**src/rtl/nand_port_pkg.sv**
```systemverilog
package nand_port_pkg;
    localparam logic [1:0] REG_DATA = 2'd0;
    localparam logic [1:0] REG_CTRL = 2'd1;
    localparam logic [1:0] REG_STAT = 2'd2;

    localparam int CTL_CMD   = 0;
    localparam int CTL_ADR   = 1;
    localparam int CTL_CE    = 4;
    localparam int CTL_ECCEN = 5;
    localparam int CTL_ECCRD = 6;
    localparam int CTL_WREN  = 7;

    typedef enum logic [1:0] {SQ_IDLE, SQ_STROBE, SQ_GAP, SQ_DONE} seq_state_t;
    typedef enum logic [1:0] {HS_IDLE, HS_BUS, HS_RESP} host_state_t;
endpackage

```
**src/rtl/nand_ctl_regs.sv**
```systemverilog
module nand_ctl_regs
    import nand_port_pkg::*;
(
    input  logic       clk,
    input  logic       rst_n,
    input  logic       ctl_we,
    input  logic [7:0] ctl_wdata,
    input  logic       rb_n,
    output logic [7:0] ctl_q,
    output logic [7:0] stat_q,
    output logic       cle,
    output logic       ale,
    output logic       ce_n,
    output logic       wp_n,
    output logic       ecc_en,
    output logic       ecc_rd_mode
);
    logic [1:0] rb_sync;

    always_ff @(posedge clk or negedge rst_n) begin
        if (!rst_n) begin
            ctl_q   <= 8'h00;
            rb_sync <= 2'b11;
        end else begin
            if (ctl_we) ctl_q <= ctl_wdata;
            rb_sync <= {rb_sync[0], rb_n};
        end
    end

    always_comb begin
        cle         = ctl_q[CTL_CMD];
        ale         = ctl_q[CTL_ADR];
        ce_n        = !ctl_q[CTL_CE];
        wp_n        = ctl_q[CTL_WREN];
        ecc_en      = ctl_q[CTL_ECCEN];
        ecc_rd_mode = ctl_q[CTL_ECCRD];
        stat_q      = {!rb_sync[1], 7'b0};
    end
endmodule

```
**src/rtl/nand_byte_seq.sv**
```systemverilog
module nand_byte_seq
    import nand_port_pkg::*;
#(
    parameter int STROBE_CLKS = 2,
    parameter int GAP_CLKS    = 1
) (
    input  logic        clk,
    input  logic        rst_n,
    input  logic        start,
    input  logic        dir_wr,
    input  logic        four,
    input  logic [31:0] wdata,
    input  logic [7:0]  nd_din,
    output logic        busy,
    output logic        done,
    output logic [31:0] rdata,
    output logic [7:0]  nd_dout,
    output logic        nd_dout_en,
    output logic        nd_we_n,
    output logic        nd_re_n
);
    localparam int CNT_MAX = (STROBE_CLKS > GAP_CLKS) ? STROBE_CLKS : GAP_CLKS;
    localparam int CW      = $clog2(CNT_MAX + 1);
    localparam logic [CW-1:0] STB_LAST = CW'(STROBE_CLKS - 1);
    localparam logic [CW-1:0] GAP_LAST = CW'(GAP_CLKS - 1);
    localparam logic [CW:0]   STB_RUN  = (CW+1)'(STROBE_CLKS);

    seq_state_t     state;
    logic [CW-1:0]  cnt;
    logic [1:0]     idx;
    logic [1:0]     last_idx;
    logic           wr_q;
    logic [31:0]    wbuf;
    logic [31:0]    rbuf;

    always_ff @(posedge clk or negedge rst_n) begin
        if (!rst_n) begin
            state    <= SQ_IDLE;
            cnt      <= '0;
            idx      <= 2'd0;
            last_idx <= 2'd0;
            wr_q     <= 1'b0;
            wbuf     <= '0;
            rbuf     <= '0;
        end else begin
            unique case (state)
                SQ_IDLE: begin
                    if (start) begin
                        wr_q     <= dir_wr;
                        wbuf     <= wdata;
                        last_idx <= four ? 2'd3 : 2'd0;
                        idx      <= 2'd0;
                        cnt      <= '0;
                        rbuf     <= '0;
                        state    <= SQ_STROBE;
                    end
                end
                SQ_STROBE: begin
                    if (cnt == STB_LAST) begin
                        cnt <= '0;
                        if (!wr_q) rbuf[{idx, 3'b000} +: 8] <= nd_din;
                        state <= SQ_GAP;
                    end else begin
                        cnt <= cnt + 1'b1;
                    end
                end
                SQ_GAP: begin
                    if (cnt == GAP_LAST) begin
                        cnt <= '0;
                        if (idx == last_idx) begin
                            state <= SQ_DONE;
                        end else begin
                            idx   <= idx + 2'd1;
                            state <= SQ_STROBE;
                        end
                    end else begin
                        cnt <= cnt + 1'b1;
                    end
                end
                SQ_DONE: state <= SQ_IDLE;
                default: state <= SQ_IDLE;
            endcase
        end
    end

    always_comb begin
        nd_we_n    = 1'b1;
        nd_re_n    = 1'b1;
        nd_dout_en = 1'b0;
        busy       = 1'b1;
        done       = 1'b0;
        nd_dout    = wbuf[{idx, 3'b000} +: 8];
        rdata      = rbuf;
        unique case (state)
            SQ_IDLE:   busy = 1'b0;
            SQ_STROBE: begin
                nd_we_n    = !wr_q;
                nd_re_n    = wr_q;
                nd_dout_en = wr_q;
            end
            SQ_GAP:    nd_dout_en = wr_q;
            SQ_DONE:   done = 1'b1;
            default:   busy = 1'b0;
        endcase
    end

    // strobe-low run length, used only by the width check
    logic [CW:0] low_run;
    always_ff @(posedge clk or negedge rst_n) begin
        if (!rst_n)                    low_run <= '0;
        else if (!nd_we_n || !nd_re_n) low_run <= low_run + 1'b1;
        else                           low_run <= '0;
    end

    assert_one_strobe_R9: assert property (@(posedge clk) disable iff (!rst_n)
        !(!nd_we_n && !nd_re_n));
    assert_strobe_width_R9: assert property (@(posedge clk) disable iff (!rst_n)
        (nd_we_n && nd_re_n && low_run != '0) |-> (low_run == STB_RUN));
    assert_no_drive_on_read_R2: assert property (@(posedge clk) disable iff (!rst_n)
        !nd_re_n |-> !nd_dout_en);
endmodule

```
**src/rtl/nand_ecc_sel.sv**
```systemverilog
module nand_ecc_sel (
    input  logic        clk,
    input  logic        rst_n,
    input  logic        bus_start,
    input  logic        bus_dir_wr,
    input  logic        ecc_rd,
    input  logic [31:0] fix_word,
    input  logic [31:0] gen_lo,
    input  logic [31:0] gen_hi,
    output logic [31:0] ecc_word
);
    logic last_wr;
    logic gen_ptr;

    always_ff @(posedge clk or negedge rst_n) begin
        if (!rst_n) begin
            last_wr <= 1'b0;
            gen_ptr <= 1'b0;
        end else if (bus_start) begin
            last_wr <= bus_dir_wr;
            gen_ptr <= 1'b0;
        end else if (ecc_rd && last_wr) begin
            gen_ptr <= !gen_ptr;
        end
    end

    always_comb begin
        if (!last_wr)     ecc_word = fix_word;
        else if (gen_ptr) ecc_word = gen_hi;
        else              ecc_word = gen_lo;
    end

    assert_ecc_no_bus_R5: assert property (@(posedge clk) disable iff (!rst_n)
        !(bus_start && ecc_rd));
    assert_ptr_restart_R6: assert property (@(posedge clk) disable iff (!rst_n)
        bus_start |=> !gen_ptr);
endmodule

```
**src/rtl/nand_card_port.sv**
```systemverilog
module nand_card_port
    import nand_port_pkg::*;
#(
    parameter int STROBE_CLKS = 2,
    parameter int GAP_CLKS    = 1
) (
    input  logic        clk,
    input  logic        rst_n,
    input  logic        host_req,
    input  logic        host_wr,
    input  logic [1:0]  host_addr,
    input  logic        host_word,
    input  logic [31:0] host_wdata,
    output logic [31:0] host_rdata,
    output logic        host_ack,
    input  logic [7:0]  card_din,
    output logic [7:0]  card_dout,
    output logic        card_dout_en,
    output logic        card_we_n,
    output logic        card_re_n,
    output logic        card_cle,
    output logic        card_ale,
    output logic        card_ce_n,
    output logic        card_wp_n,
    input  logic        card_rb_n,
    output logic        ecc_engine_en,
    input  logic [31:0] ecc_fix_word,
    input  logic [31:0] ecc_gen_lo,
    input  logic [31:0] ecc_gen_hi
);
    host_state_t hstate;
    logic [31:0] rdata_q;
    logic        word_q;
    logic        wr_q;

    logic [7:0]  ctl_q;
    logic [7:0]  stat_q;
    logic        ecc_rd_mode;
    logic        seq_busy;
    logic        seq_done;
    logic [31:0] seq_rdata;
    logic [31:0] ecc_word;

    logic accept, is_data, ecc_hit, bus_start, ecc_rd, ctl_we;

    always_comb begin
        accept    = (hstate == HS_IDLE) && host_req;
        is_data   = (host_addr == REG_DATA);
        ecc_hit   = host_word && !host_wr && ecc_rd_mode;
        bus_start = accept && is_data && !ecc_hit;
        ecc_rd    = accept && is_data && ecc_hit;
        ctl_we    = accept && host_wr && (host_addr == REG_CTRL);
    end

    nand_ctl_regs u_regs (
        .clk        (clk),
        .rst_n      (rst_n),
        .ctl_we     (ctl_we),
        .ctl_wdata  (host_wdata[7:0]),
        .rb_n       (card_rb_n),
        .ctl_q      (ctl_q),
        .stat_q     (stat_q),
        .cle        (card_cle),
        .ale        (card_ale),
        .ce_n       (card_ce_n),
        .wp_n       (card_wp_n),
        .ecc_en     (ecc_engine_en),
        .ecc_rd_mode(ecc_rd_mode)
    );

    nand_byte_seq #(.STROBE_CLKS(STROBE_CLKS), .GAP_CLKS(GAP_CLKS)) u_seq (
        .clk       (clk),
        .rst_n     (rst_n),
        .start     (bus_start),
        .dir_wr    (host_wr),
        .four      (host_word),
        .wdata     (host_wdata),
        .nd_din    (card_din),
        .busy      (seq_busy),
        .done      (seq_done),
        .rdata     (seq_rdata),
        .nd_dout   (card_dout),
        .nd_dout_en(card_dout_en),
        .nd_we_n   (card_we_n),
        .nd_re_n   (card_re_n)
    );

    nand_ecc_sel u_ecc (
        .clk       (clk),
        .rst_n     (rst_n),
        .bus_start (bus_start),
        .bus_dir_wr(host_wr),
        .ecc_rd    (ecc_rd),
        .fix_word  (ecc_fix_word),
        .gen_lo    (ecc_gen_lo),
        .gen_hi    (ecc_gen_hi),
        .ecc_word  (ecc_word)
    );

    always_ff @(posedge clk or negedge rst_n) begin
        if (!rst_n) begin
            hstate  <= HS_IDLE;
            rdata_q <= '0;
            word_q  <= 1'b0;
            wr_q    <= 1'b0;
        end else begin
            unique case (hstate)
                HS_IDLE: begin
                    if (host_req) begin
                        word_q <= host_word;
                        wr_q   <= host_wr;
                        if (bus_start) begin
                            hstate <= HS_BUS;
                        end else begin
                            if (host_wr)                     rdata_q <= '0;
                            else if (is_data)                rdata_q <= ecc_word;
                            else if (host_addr == REG_CTRL)  rdata_q <= {24'b0, ctl_q};
                            else if (host_addr == REG_STAT)  rdata_q <= {24'b0, stat_q};
                            else                             rdata_q <= '0;
                            hstate <= HS_RESP;
                        end
                    end
                end
                HS_BUS: begin
                    if (seq_done) begin
                        if (wr_q)        rdata_q <= '0;
                        else if (word_q) rdata_q <= seq_rdata;
                        else             rdata_q <= {24'b0, seq_rdata[7:0]};
                        hstate <= HS_RESP;
                    end
                end
                HS_RESP: hstate <= HS_IDLE;
                default: hstate <= HS_IDLE;
            endcase
        end
    end

    always_comb begin
        host_ack   = (hstate == HS_RESP);
        host_rdata = rdata_q;
    end

    assert_ack_pulse_R10: assert property (@(posedge clk) disable iff (!rst_n)
        host_ack |=> !host_ack);
    assert_ctl_stable_R4: assert property (@(posedge clk) disable iff (!rst_n)
        (hstate == HS_BUS) |=> $stable(ctl_q));
    assert_ack_after_bus_R3: assert property (@(posedge clk) disable iff (!rst_n)
        (hstate == HS_BUS && !seq_done) |=> !host_ack);
    assert_seq_idle_outside_R3: assert property (@(posedge clk) disable iff (!rst_n)
        (hstate == HS_IDLE) |-> !seq_busy);
endmodule

```
**config.mk**
```make
export PLATFORM = sky130hd
export DESIGN_NAME = nand_card_port
export DESIGN_NICKNAME = d
export VERILOG_FILES = /design/src/rtl/nand_port_pkg.sv /design/src/rtl/nand_ctl_regs.sv /design/src/rtl/nand_byte_seq.sv /design/src/rtl/nand_ecc_sel.sv /design/src/rtl/nand_card_port.sv
export SDC_FILE = /design/constraint.sdc
export NUM_CORES = 1
export LEC_CHECK = 0
export BUFFER_PORTS_ARGS = -buffer_cell sky130_fd_sc_hd__buf_2
export CAP_MARGIN = 20
export CORE_MARGIN = 2
export CORE_UTILIZATION = 30
export DETAILED_ROUTE_END_ITERATION = 10
export PLACE_DENSITY = 0.55
export SLEW_MARGIN = 25
export SYNTH_ARGS = -nofsm -noshare
export SYNTH_HDL_FRONTEND = slang
export SYNTH_SLANG_ARGS = --single-unit
```
**constraint.sdc**
```tcl
create_clock -name clk -period 3.1 [get_ports clk]
set_clock_uncertainty 0.2 [all_clocks]
set_input_delay 0.465 -clock clk [delete_from_list [all_inputs] [get_ports clk]]
set_output_delay 0.465 -clock clk [all_outputs]
set_load 0.1 [all_outputs]
```
# == Yosys cells after proc, flatten, opt, wreduce, memory -nomap -nowiden ==
# Cells that the tools add are included.
# op_classes
n_shift,3
n_mul,0
n_mux,40
n_addsub,3
n_reduce_logical,33
eq_ne,17
bitwise_logic,0
n_lt_le_gt_ge,0
div,0
# ops
cell,count
two-way mux 32 bit,12
case mux 32 bit (2 select lines),2
bitwise mux 32 bit,1
"variable shift 8 x 7 -> 32 bit, first input constant",1
variable part select 32 x 6 -> 8 bit,1
variable part select 8 x 7 -> 32 bit,1
two-way mux 2 bit,13
two-way mux 8 bit,2
"inequality test 2 bit, second input constant",6
AND reduction 4 bit,3
logical AND 1 bit,9
"== test 2 x 1 -> 1 bit, second input constant",4
"== test 2 bit, second input constant",4
zero test 2 bit,4
case mux 2 bit (2 select lines),2
case mux 2 bit (4 select lines),1
AND reduction 2 bit,4
nonzero test 2 bit,4
negator 5 -> 7 bit,1
zero test 1 bit,6
two-way mux 1 bit,6
case mux 2 bit (3 select lines),1
"adder 2 x 1 -> 2 bit, second input constant",2
"inequality test 2 x 1 -> 1 bit, second input constant",2
4 further kinds,4
# totals
register_bits,121
mem_bits_ro,0
ramBits,0
memories,0
latchBits,0

# == Logic depth before layout (Yosys ltp) ==
# Gate-level depths: netlist of the first run.
# logic_depth
ltp_word,8
ltp_mapped,8
mapped_depth_nobuf,6

# == Hierarchy ==
# Synthesis of the first run repeated with hierarchy kept, for this count alone.
# hier_totals
hier_cells,609
area_unflattened_um2,6696.4
# modules_own_cells
mod,seq_area_each_um2,instances,cells_per_inst,area_each_um2
nand_byte_seq,1801.7,1,268,3329.4
nand_card_port,900.9,1,194,2094.5
nand_ecc_sel,50.0,1,113,787.0
nand_ctl_regs,252.7,1,34,485.5

# == Least setup slack after synthesis of the first run ==
# OpenSTA, ideal clock, no wires.
# synth_timing
path_kind,register to register
startpoint,register u_seq.idx[0]
endpoint,register u_seq.rbuf[24] (netlist: u_seq.rdata[24])
arrival_time_ns,2.671
period_less_slack_ns,2.950
required_time_ns,2.821
path_stages_with_launch,8
setup_time_ns,0.079
n_path_buf,2
slack_ns,0.150
path_cell_list,dfrtp_1 clkbuf_1 buf_1 inv_1 ha_1 nor4b_1 nand2_1 mux2i_1
# synth_via
elab_chain_len,6
word_cells_on_any_way,7
# synth_rtl
element,line,text
start: declaration,nand_byte_seq.sv:30,logic [1:0] idx;
start signal: assignment,nand_byte_seq.sv:73,idx <= idx + 2'd1;
negator 5 -> 7 bit (*),nand_byte_seq.sv:61,"if (!wr_q) rbuf[{idx, 3'b000} +: 8] <= nd_din;"
variable part select 8 x 7 -> 32 bit / variable shift 8 x 7 -> 32 bit (equally long branches),nand_byte_seq.sv:61,
bitwise mux 32 bit (*),nand_byte_seq.sv:61,
two-way mux 32 bit (*),nand_byte_seq.sv:61,
two-way mux 32 bit (*),nand_byte_seq.sv:59,if (cnt == STB_LAST) begin
case mux 32 bit (2 select lines) (*),nand_byte_seq.sv:46,unique case (state)
end signal: indexed assignment,nand_byte_seq.sv:61,
end: declaration,nand_byte_seq.sv:34,logic [31:0] rbuf;
# Every way passes the cells marked *; elsewhere a longest branch is shown, timed or not. The select of a mux whose other input is x is not followed.
# A chain may end at the register's enable or synchronous reset.

# == Final worst setup path of the first run ==
# layout_timing
startpoint,register u_seq.state[1]
endpoint,output card_re_n
# layout_via
elab_chain_len,2
# layout_rtl
element,line,text
start: declaration,nand_byte_seq.sv:28,seq_state_t state;
start signal: assignment,nand_byte_seq.sv:38,state <= SQ_IDLE;
start signal: assignment,nand_byte_seq.sv:55,state <= SQ_STROBE;
start signal: assignment,nand_byte_seq.sv:62,state <= SQ_GAP;
== test 2 x 1 -> 1 bit,nand_byte_seq.sv:94,unique case (state)
two-way mux 1 bit,nand_byte_seq.sv:94,
end: declaration,nand_card_port.sv:20,"output logic card_re_n,"
# No other way between the ends.

==> results.toml, run 1 <==
[status]
outcome = "finished, final reports clean"

[logic_synthesis]
syn_nets = 742
synth_edf_count = 0
async_reset_ff_share_pct = 100.0
syn_inst = 585
ys.flop_type = "dfrtp_1"
synth_cell_types = 48
synth-seq-cells = 120
ys_seq_area_share_pct = 48.49
ys_warn_count = 0
syn_avg_cell_area_sq_um = 10.60
syn_area_sq_mm = 0.006198

[clock_tree]
cts_setup_buffers = 0
cts_tree = "yes"
cts_htree_levels = 4
clk_path_buf_depth = 2
cts-root-buf = "clkbuf_16"
clk_pin_slew_worst_paths_ps = 50
clock_sinks = 120
clkLatencyLatePin_ps = 410
cts_made_buffers = 17

[worst_setup_path]
required_ps = 2430
critPathMaxStageDelay_ps = 510
cp.arrival_ps = 2110
critPathBufInv = 2
cp-end-kind = "output port"
crit_chain = "inv_1, ha_1, nand2b_1, buf_2"
critPathTopFamily = "buffers and inverters"
startpoint_type = "flop"
criticalPathCategory = "reg2out"
crit_path_max_fanout = 12
cp_slowest_cell = "buf_2"

[cells_and_area]
final_cell_area_sq_mm = 0.008145
stdcell_count = 1058
layout_common_cells = "buf_2 (191), dfrtp_1 (116), nor2_1 (69)"
layout.filler_cells = 1991
final_common_cell = "buf_2"
drive_gt1_share_pct = 37.94
antenna_cells = 0
nets = 932
area_delta_synth_final_pct = 31.41
seq_area_sq_mm = 0.003008
multi_input_area_sq_mm = 0.002929

[place]
port-buffer-count = 192
dp_cells = 1024
gp_congestion = 0.7807
post_dp_cell_area_sq_mm = 0.007516
dp_hpwl_um = 12180

[route]
ant_nets = 0
via_count = 5035
drc = 0
initialDrtViolationCount = 196
viasPerCell = 4.759
routed_wl_um = 17070
wl_per_cell_um = 16.13
dr.pass1.iters = 6

[timing]
fin_crit_ps = 2776
fmax_ghz = 0.3602
final.setup.tns_ps = 0
slew_headroom_pct = 51.60
finalHoldViolCount = 0
worst_slew_pin_slew_ps = 724.2
rsz0062_at_grt = "no"
setup_violations = 0
drv_slew = 0
fin_crit_sh_pct = 89.55

[die]
ioPinCount = 193
start_util_pct = 30.63
die_height_um = 147.7
die_width_um = 147.7
fp.coreArea_sq_mm = 0.02023
num_rows = 52
die_area_sq_mm = 0.02183

[global_route]
first_global_vias = 5060
grt_first_pass_wirelength_um = 27610
grt_overflow = 0
track_usage_pct = 16.07
antenna_found_initial = 0
grt_max_degree = 66

[job]
cap_violations = 0

[power_and_ir_drop]
power.leakage_nw = 3.774
power_density_mw_per_mm2 = 1219
ir_worst_vdd_mv = 0.7844

[hold_path]
min_path_type = "in2reg"
==> path summary, 6_finish.rpt <==
kind | startpoint | to | slack, ps | cells past startpoint
max | u_seq.state[1]$_DFFE_PN0P_ | card_re_n | 320 | 4
max reg2reg | hstate[1]$_DFFE_PN0P_ | u_seq.rdata[7]$_DFFE_PN0P_ | 650 | 4
min in group asynchronous | rst_n | u_seq.wbuf[21]$_DFFE_PN0P_ | 430 | 2
min reg2reg | u_regs.rb_sync[0]$_DFF_PN1_ | u_regs.rb_sync[1]$_DFF_PN1_ | 150 | 0
max in group asynchronous | rst_n | u_seq.rdata[23]$_DFFE_PN0P_ | 1610 | 3
min | host_wdata[4] | u_regs.ctl_q[4]$_DFFE_PN0P_ | 80 | 3
==> routing by layer <==
| metal | part of all wire (%) | track usage, % | wire length, um | vias to the layer above |
|---|---|---|---|---|
| li1 | - | - | - | 2479 |
| met1 | 46 | 21.46 | 7865 | 2390 |
| met2 | 45 | 25.12 | 7672 | 153 |
| met3 | 7.5 | 5.340 | 1282 | 13 |
| met4 | 1.5 | 4.327 | 248 | 0 |
| met5 | 0 | 0 | 0 | - |
==> worst min-delay path: cells and delay by family <==
kind / cells / cell delay, ps
buffers and inverters: 1 / 90
AO/OA/AOI/OAI: 1 / 50
AND/OR/NAND/NOR: 1 / 40
==> flip-flops by register name, summed over array words and instances (netlist names) <==
register / count
host_rdata: 32
u_seq.rdata: 32
u_seq.wbuf: 32
u_regs.ctl_q: 8
hstate: 2
u_regs.rb_sync: 2
u_seq.cnt: 2
u_seq.idx: 2
u_seq.state: 2
u_ecc.gen_ptr: 1
u_ecc.last_wr: 1
u_seq.last_idx: 1
u_seq.wr_q: 1
word_q: 1
wr_q: 1
==> layout make-up <==
class                   instances  area share (%)
flip-flops and latches        120           36.93
multi-input cells             394           35.96
repair buffers                209           13.96
clock buffers                  24           6.037
well taps                     270           4.147
inverters                      33           1.521
clock inverters                 8           1.444
==> timing repair <==
action / CTS / global route
resized for setup: 0 / 0
endpoints found under the hold margin: 60 / 0
hold buffers: 2 / 0
setup endpoints to repair: 0 / 0
==> where the power goes <==
part / internal (mW) / switching [mW]
Sequential: 2.16 / 0.422
Clock: 1.35 / 0.710
Combinational: 1.31 / 3.98
Total: 4.82 / 5.11
==> Yosys cell counts, types with 3 or more instances <==
cell type  count  area (sq um)
buf_1          3         11.26
mux4_2         8         180.2
mux2_2        43         484.2
a21oi_1       63         315.3
dfrtp_1      118          2953
a31oi_1        3         18.77
nand3_1        7         35.03
a221o_1        4         40.04
buf_2          5         25.02
ha_1          13         162.7
o31ai_1        3         22.52
mux2i_1       57         570.6
inv_1         33         123.9
nor2_1        69         259.0
clkbuf_1      28         105.1
o21ai_0       10         50.05
nor3_1         3         15.01
a222oi_1       7         70.07
nand2b_1       3         18.77
a22oi_1       25         187.7
nand2_1       37         138.9
a22o_1         9         78.83
==> per-stage QoR <==
step                      utilization [%]  power [mW]  hold slack, ps  setup WS, ps
after floorplan                         -       6.863          -30.59         149.7
after global placement              37.14       7.903           146.0         620.7
after detailed placement            37.14       7.949           146.8         581.9
after CTS                           40.25       10.04           62.32         302.0
after global routing                40.25       10.48           69.08         214.7
final                               40.25       9.928           79.98         324.1
==> logic make-up (layout without fill, tap and decap cells) <==
kind of cell    count (synthesis)  count (layout)  share of synthesized area, %
flops                         120             120                         48.49
fa+ha+maj                      13              13                         2.624
compound gates                131             131                         13.59
simple gates                  142             142                         10.74
mux                           108             108                         19.92
buf+inv                        71             274                         4.643
Note: power is estimated with default switching activity, not from simulation.
==> run 2: changes to the inputs <==
Settings changed: ABC_AREA set to 1.
==> results.toml, run 2 <==
[clock_tree]
cts_htree_levels = 4
cts_setup_buffers = 0
cts_tree = "yes"
cts_made_buffers = 17
clk_path_buf_depth = 2
clock_sinks = 120
cts-root-buf = "clkbuf_16"
clk_pin_slew_worst_paths_ps = 50
clkLatencyLatePin_ps = 420

[route]
initialDrtViolationCount = 373
wl_per_cell_um = 15.10
via_count = 6644
viasPerCell = 4.821
routed_wl_um = 20810
drc = 0
ant_nets = 0
dr.pass1.iters = 5

[cells_and_area]
final_cell_area_sq_mm = 0.008566
layout_common_cells = "nand2_1 (341), buf_2 (191), o21ai_0 (118)"
stdcell_count = 1378
antenna_cells = 0
area_delta_synth_final_pct = 28.20
final_common_cell = "nand2_1"
drive_gt1_share_pct = 24.86
nets = 1242
post-route-util_pct = 39.25

[logic_synthesis]
syn_avg_cell_area_sq_um = 7.334
async_reset_ff_share_pct = 100.0
synth_cell_types = 32
syn_nets = 1068
ys_warn_count = 0
yosys-top-cells-count = "nand2_1 (341), dfrtp_1 (118), o21ai_0 (118)"
ys.flop_type = "dfrtp_1"
yosys.area.top_type = "dfrtp_1"
synth_top_area_share_pct = 44.19
synth-seq-cells = 120
yosysMostFrequentCell = "nand2_1"
syn_area_sq_mm = 0.006681
ys_seq_area_share_pct = 44.98
synth_edf_count = 0
synth.area.top_cells = "dfrtp_1 (44%), nand2_1 (19%), o21ai_0 (8.8%), nor2_1 (3.4%), nand4_1 (3.3%)"
syn_inst = 911

[timing]
finalHoldViolCount = 0
fin_crit_sh_pct = 92.13
slew_headroom_pct = 44.22
setup_violations = 0
drv_slew = 0
rsz0062_at_grt = "no"
fin_crit_ps = 2856
worst_slack_ps = 243.8
final.setup.tns_ps = 0
fmax_ghz = 0.3501
worst_slew_pin_slew_ps = 832.2

[worst_setup_path]
startpoint_type = "flop"
critPathMaxStageDelay_ps = 630
cp-end-kind = "output port"
required_ps = 2430
crit_path_max_fanout = 13
crit_chain = "clkinv_1, o21ai_0, o22ai_2, buf_2"
cp.arrival_ps = 2190
cp_slowest_cell = "dfrtp_1"
criticalPathCategory = "reg2out"

[die]
die_area_sq_mm = 0.02348
die_width_um = 153.2
ioPinCount = 193
start_util_pct = 30.62
num_rows = 54
fp.coreArea_sq_mm = 0.02182
die_height_um = 153.2

[place]
port-buffer-count = 192
pre_cts_ws_ps = 341.2
post_dp_cell_area_sq_mm = 0.007929
dp_cells = 1344
gp_congestion = 0.8098
dp_hpwl_um = 15480

[power_and_ir_drop]
power.leakage_nw = 4.426
power_density_mw_per_mm2 = 1138
ir_worst_vdd_mv = 1.032

[job]
cap_violations = 0

[global_route]
grt_overflow = 0
grt_max_degree = 47
antenna_found_initial = 1
grt_first_pass_wirelength_um = 34050
track_usage_pct = 18.07
first_global_vias = 6415

[hold_path]
min_path_type = "in2reg"

[status]
outcome = "finished, final reports clean"
[run 2: cell types whose count changed in the layout (fill, tap and decap cells not counted), sizes merged, moves of 21 or more]
cell	delta
mux2i	-57
mux2	-43
nand2	+306
a21oi	-37
nand4	+37
a22oi	-21
o21ai	+117
nand3	+37
[run 2: logic make-up (layout without fill, tap and decap cells)]
| logic type | after synthesis | in the layout | synth area share (%) |
|---|---|---|---|
| AOI/OAI and AO/OA | 171 | 171 | 13.65 |
| adders and majority gates | 13 | 13 | 2.435 |
| buffers and inverters | 100 | 287 | 6.255 |
| DFF | 120 | 120 | 44.98 |
| and+or+nand+nor | 507 | 507 | 32.68 |
[run 2: critical path, delay by kind of cell, from the launching register on]
family	cells	cell delay, ps
buffers and inverters	2	800
flip-flops	1	630
AO/OA/AOI/OAI	2	350
[run 2: final cells by class]
class	instances	area (sq um)
Fill cell	2330	13260
Multi-Input combinational cell	691	3311
Sequential cell	120	3007
Timing Repair Buffer	209	1109
Clock buffer	21	470.5
Tap cell	280	350.3
Inverter	46	172.7
Clock inverter	11	146.4
[run 2: per-stage QoR]
stage,total power [mW],hold WS [ps]
final,9.748,44.54
after CTS,9.843,26.12
after global placement,7.730,145.3
after detailed placement,7.748,146.9
after floorplan,6.612,-30.59
after global routing,10.36,44.40
[run 2: worst paths after layout]
path	startpoint	to	slack, ps	depth (start not counted)
setup / recovery	u_seq.idx[1]$_DFFE_PN0P_	card_dout[7]	240	4
hold / removal	host_wdata[13]	u_seq.wbuf[13]$_DFFE_PN0P_	40	3
max in group asynchronous	rst_n	u_regs.rb_sync[0]$_DFF_PN1_	1720	3
setup reg to reg	u_seq.idx[1]$_DFFE_PN0P_	u_seq.rdata[2]$_DFFE_PN0P_	320	7
min in group asynchronous	rst_n	host_rdata[17]$_DFFE_PN0P_	260	2
hold reg to reg	u_regs.rb_sync[0]$_DFF_PN1_	u_regs.rb_sync[1]$_DFF_PN1_	150	0
[run 2: what timing repair did]
item                                   CTS  global route
endpoints found under the hold margin   16             0
hold buffers                             2             0
gates resized for setup                  0             0
[run 2: per-layer routing]
layer / GRT usage, % / part of all wire (%) / up-vias
li1: - / - / 3337
met1: 25.03 / 48 / 3062
met2: 27.85 / 44 / 210
met3: 4.083 / 6.0 / 33
met4: 6.217 / 2.0 / 2
met5: 0 / 0.062 / -
[run 2: power by group]
group / leakage, nW / internal, mW / switching, mW
combinational: 2.55 / 1.03 / 4.18
sequential: 1.58 / 2.07 / 0.414
clock: 0.299 / 1.33 / 0.728
total: 4.43 / 4.43 / 5.32
==> run 3: changes to the inputs <==
Settings changed: RECOVER_POWER set to 50.
==> results.toml, run 3 (same netlist as run 2, synthesis figures left out) <==
[cells_and_area]
drive_gt1_share_pct = 22.95
nets = 1242
area_delta_synth_final_pct = 27.60
final_common_cell = "nand2_1"
layout_common_cells = "nand2_1 (341), buf_2 (172), o21ai_0 (118)"
antenna_cells = 0
layout.filler_cells = 2341

[route]
wl_met1_um = 10010
routed_wl_um = 20870
via_count = 6661
wl_per_cell_um = 15.14
drc = 0
ant_nets = 0
top_layer_used = "met5"
viasPerCell = 4.834
dr.pass1.iters = 5
wl_met3_um = 1303
initialDrtViolationCount = 390
wl_met2_um = 9112

[die]
ioPinCount = 193
fp.coreArea_sq_mm = 0.02182
num_rows = 54
die_area_sq_mm = 0.02348
die_width_um = 153.2
die_height_um = 153.2
start_util_pct = 30.62

[clock_tree]
cts_setup_buffers = 0
cts-root-buf = "clkbuf_16"
holdBufCountCts = 2
clk_pin_slew_worst_paths_ps = 50
clk_path_buf_depth = 2
clock_sinks = 120
clkLatencyLatePin_ps = 420
cts_htree_levels = 4
cts_made_buffers = 17
cts_tree = "yes"
ctsResizeCount = 0

[global_route]
grt_max_degree = 47
grt_overflow = 0
track_usage_pct = 18.07
grt_first_pass_wirelength_um = 34050
first_global_vias = 6415
antenna_found_initial = 1

[power_and_ir_drop]
power.leakage_nw = 4.342
power_density_mw_per_mm2 = 1141
report.power.total_mw = 9.727
ir_worst_vdd_mv = 1.032

[job]
cap_violations = 0

[place]
port-buffer-count = 192
dp_hpwl_um = 15480
gp_congestion = 0.8098

[timing]
slew_headroom_pct = 20.63
fin_crit_sh_pct = 92.18
fin_crit_ps = 2858
rsz0062_at_grt = "no"
final.setup.tns_ps = 0
worst_slew_pin_slew_ps = 1196
finalHoldViolCount = 0
fmax_ghz = 0.3500
drv_slew = 0
setup_violations = 0

[worst_setup_path]
criticalPathCategory = "reg2out"
cp-end-kind = "output port"
crit_path_max_fanout = 13
cp.arrival_ps = 2190
startpoint_type = "flop"
required_ps = 2430

[hold_path]
min_path_type = "in2reg"

[status]
outcome = "finished, final reports clean"
run 3: power breakdown:
part	internal, mW	switching, mW	total (mW)
logic	1.01	4.18	5.18
clock network	1.33	0.730	2.06
registers	2.07	0.419	2.49
total	4.40	5.33	9.73
run 3: final cells by class:
type,instances,area (sq um),share of cell area (%)
multi-input combinational,691,3303,38.74
clock inverter,11,146.4,1.717
clock buffer,21,470.5,5.518
sequential,120,3007,35.27
timing repair buffer,209,1076,12.62
inverter,46,172.7,2.025
tap,280,350.3,4.109
run 3: path summary, 6_finish.rpt:
path,start,slack (ps),cells after the start,to
min reg2reg,u_regs.rb_sync[0]$_DFF_PN1_,150,0,u_regs.rb_sync[1]$_DFF_PN1_
min in group asynchronous,rst_n,560,2,host_rdata[17]$_DFFE_PN0P_
min,host_wdata[30],40,3,u_seq.wbuf[30]$_DFFE_PN0P_
max in group asynchronous,rst_n,800,3,u_ecc.last_wr$_DFFE_PN0P_
max,u_seq.idx[1]$_DFFE_PN0P_,240,4,card_dout[7]
max reg2reg,u_seq.idx[1]$_DFFE_PN0P_,320,7,u_seq.rdata[2]$_DFFE_PN0P_
run 3: metrics by stage:
step | util, % | setup slack (ps) | hold WS, ps | std cells | instance area (sq um)
2_1_floorplan | - | 487.4 | -30.59 | 911 | 6731
3_3_place_gp | 36.33 | 376.4 | 145.3 | 1344 | 7929
3_5_place_dp | 36.33 | 341.2 | 146.9 | 1344 | 7929
4_1_cts | 39.25 | 194.9 | 26.12 | 1378 | 8566
5_1_grt | 39.07 | 119.4 | 44.40 | 1378 | 8526
6_report | 39.07 | 242.5 | 44.68 | 1378 | 8526
run 3: critical path: stages, from the launching register on:
cell and delay [ps]:
dfrtp_1 630, clkinv_1 490, o21ai_0 230, o22ai_2 110, buf_2 310
run 3: per-layer routing:
layer | GRT usage, % | vias to the layer above
met2 | 27.85 | 222
met5 | 0 | -
met1 | 25.03 | 3065
li1 | - | 3337
met3 | 4.083 | 35
met4 | 6.217 | 2
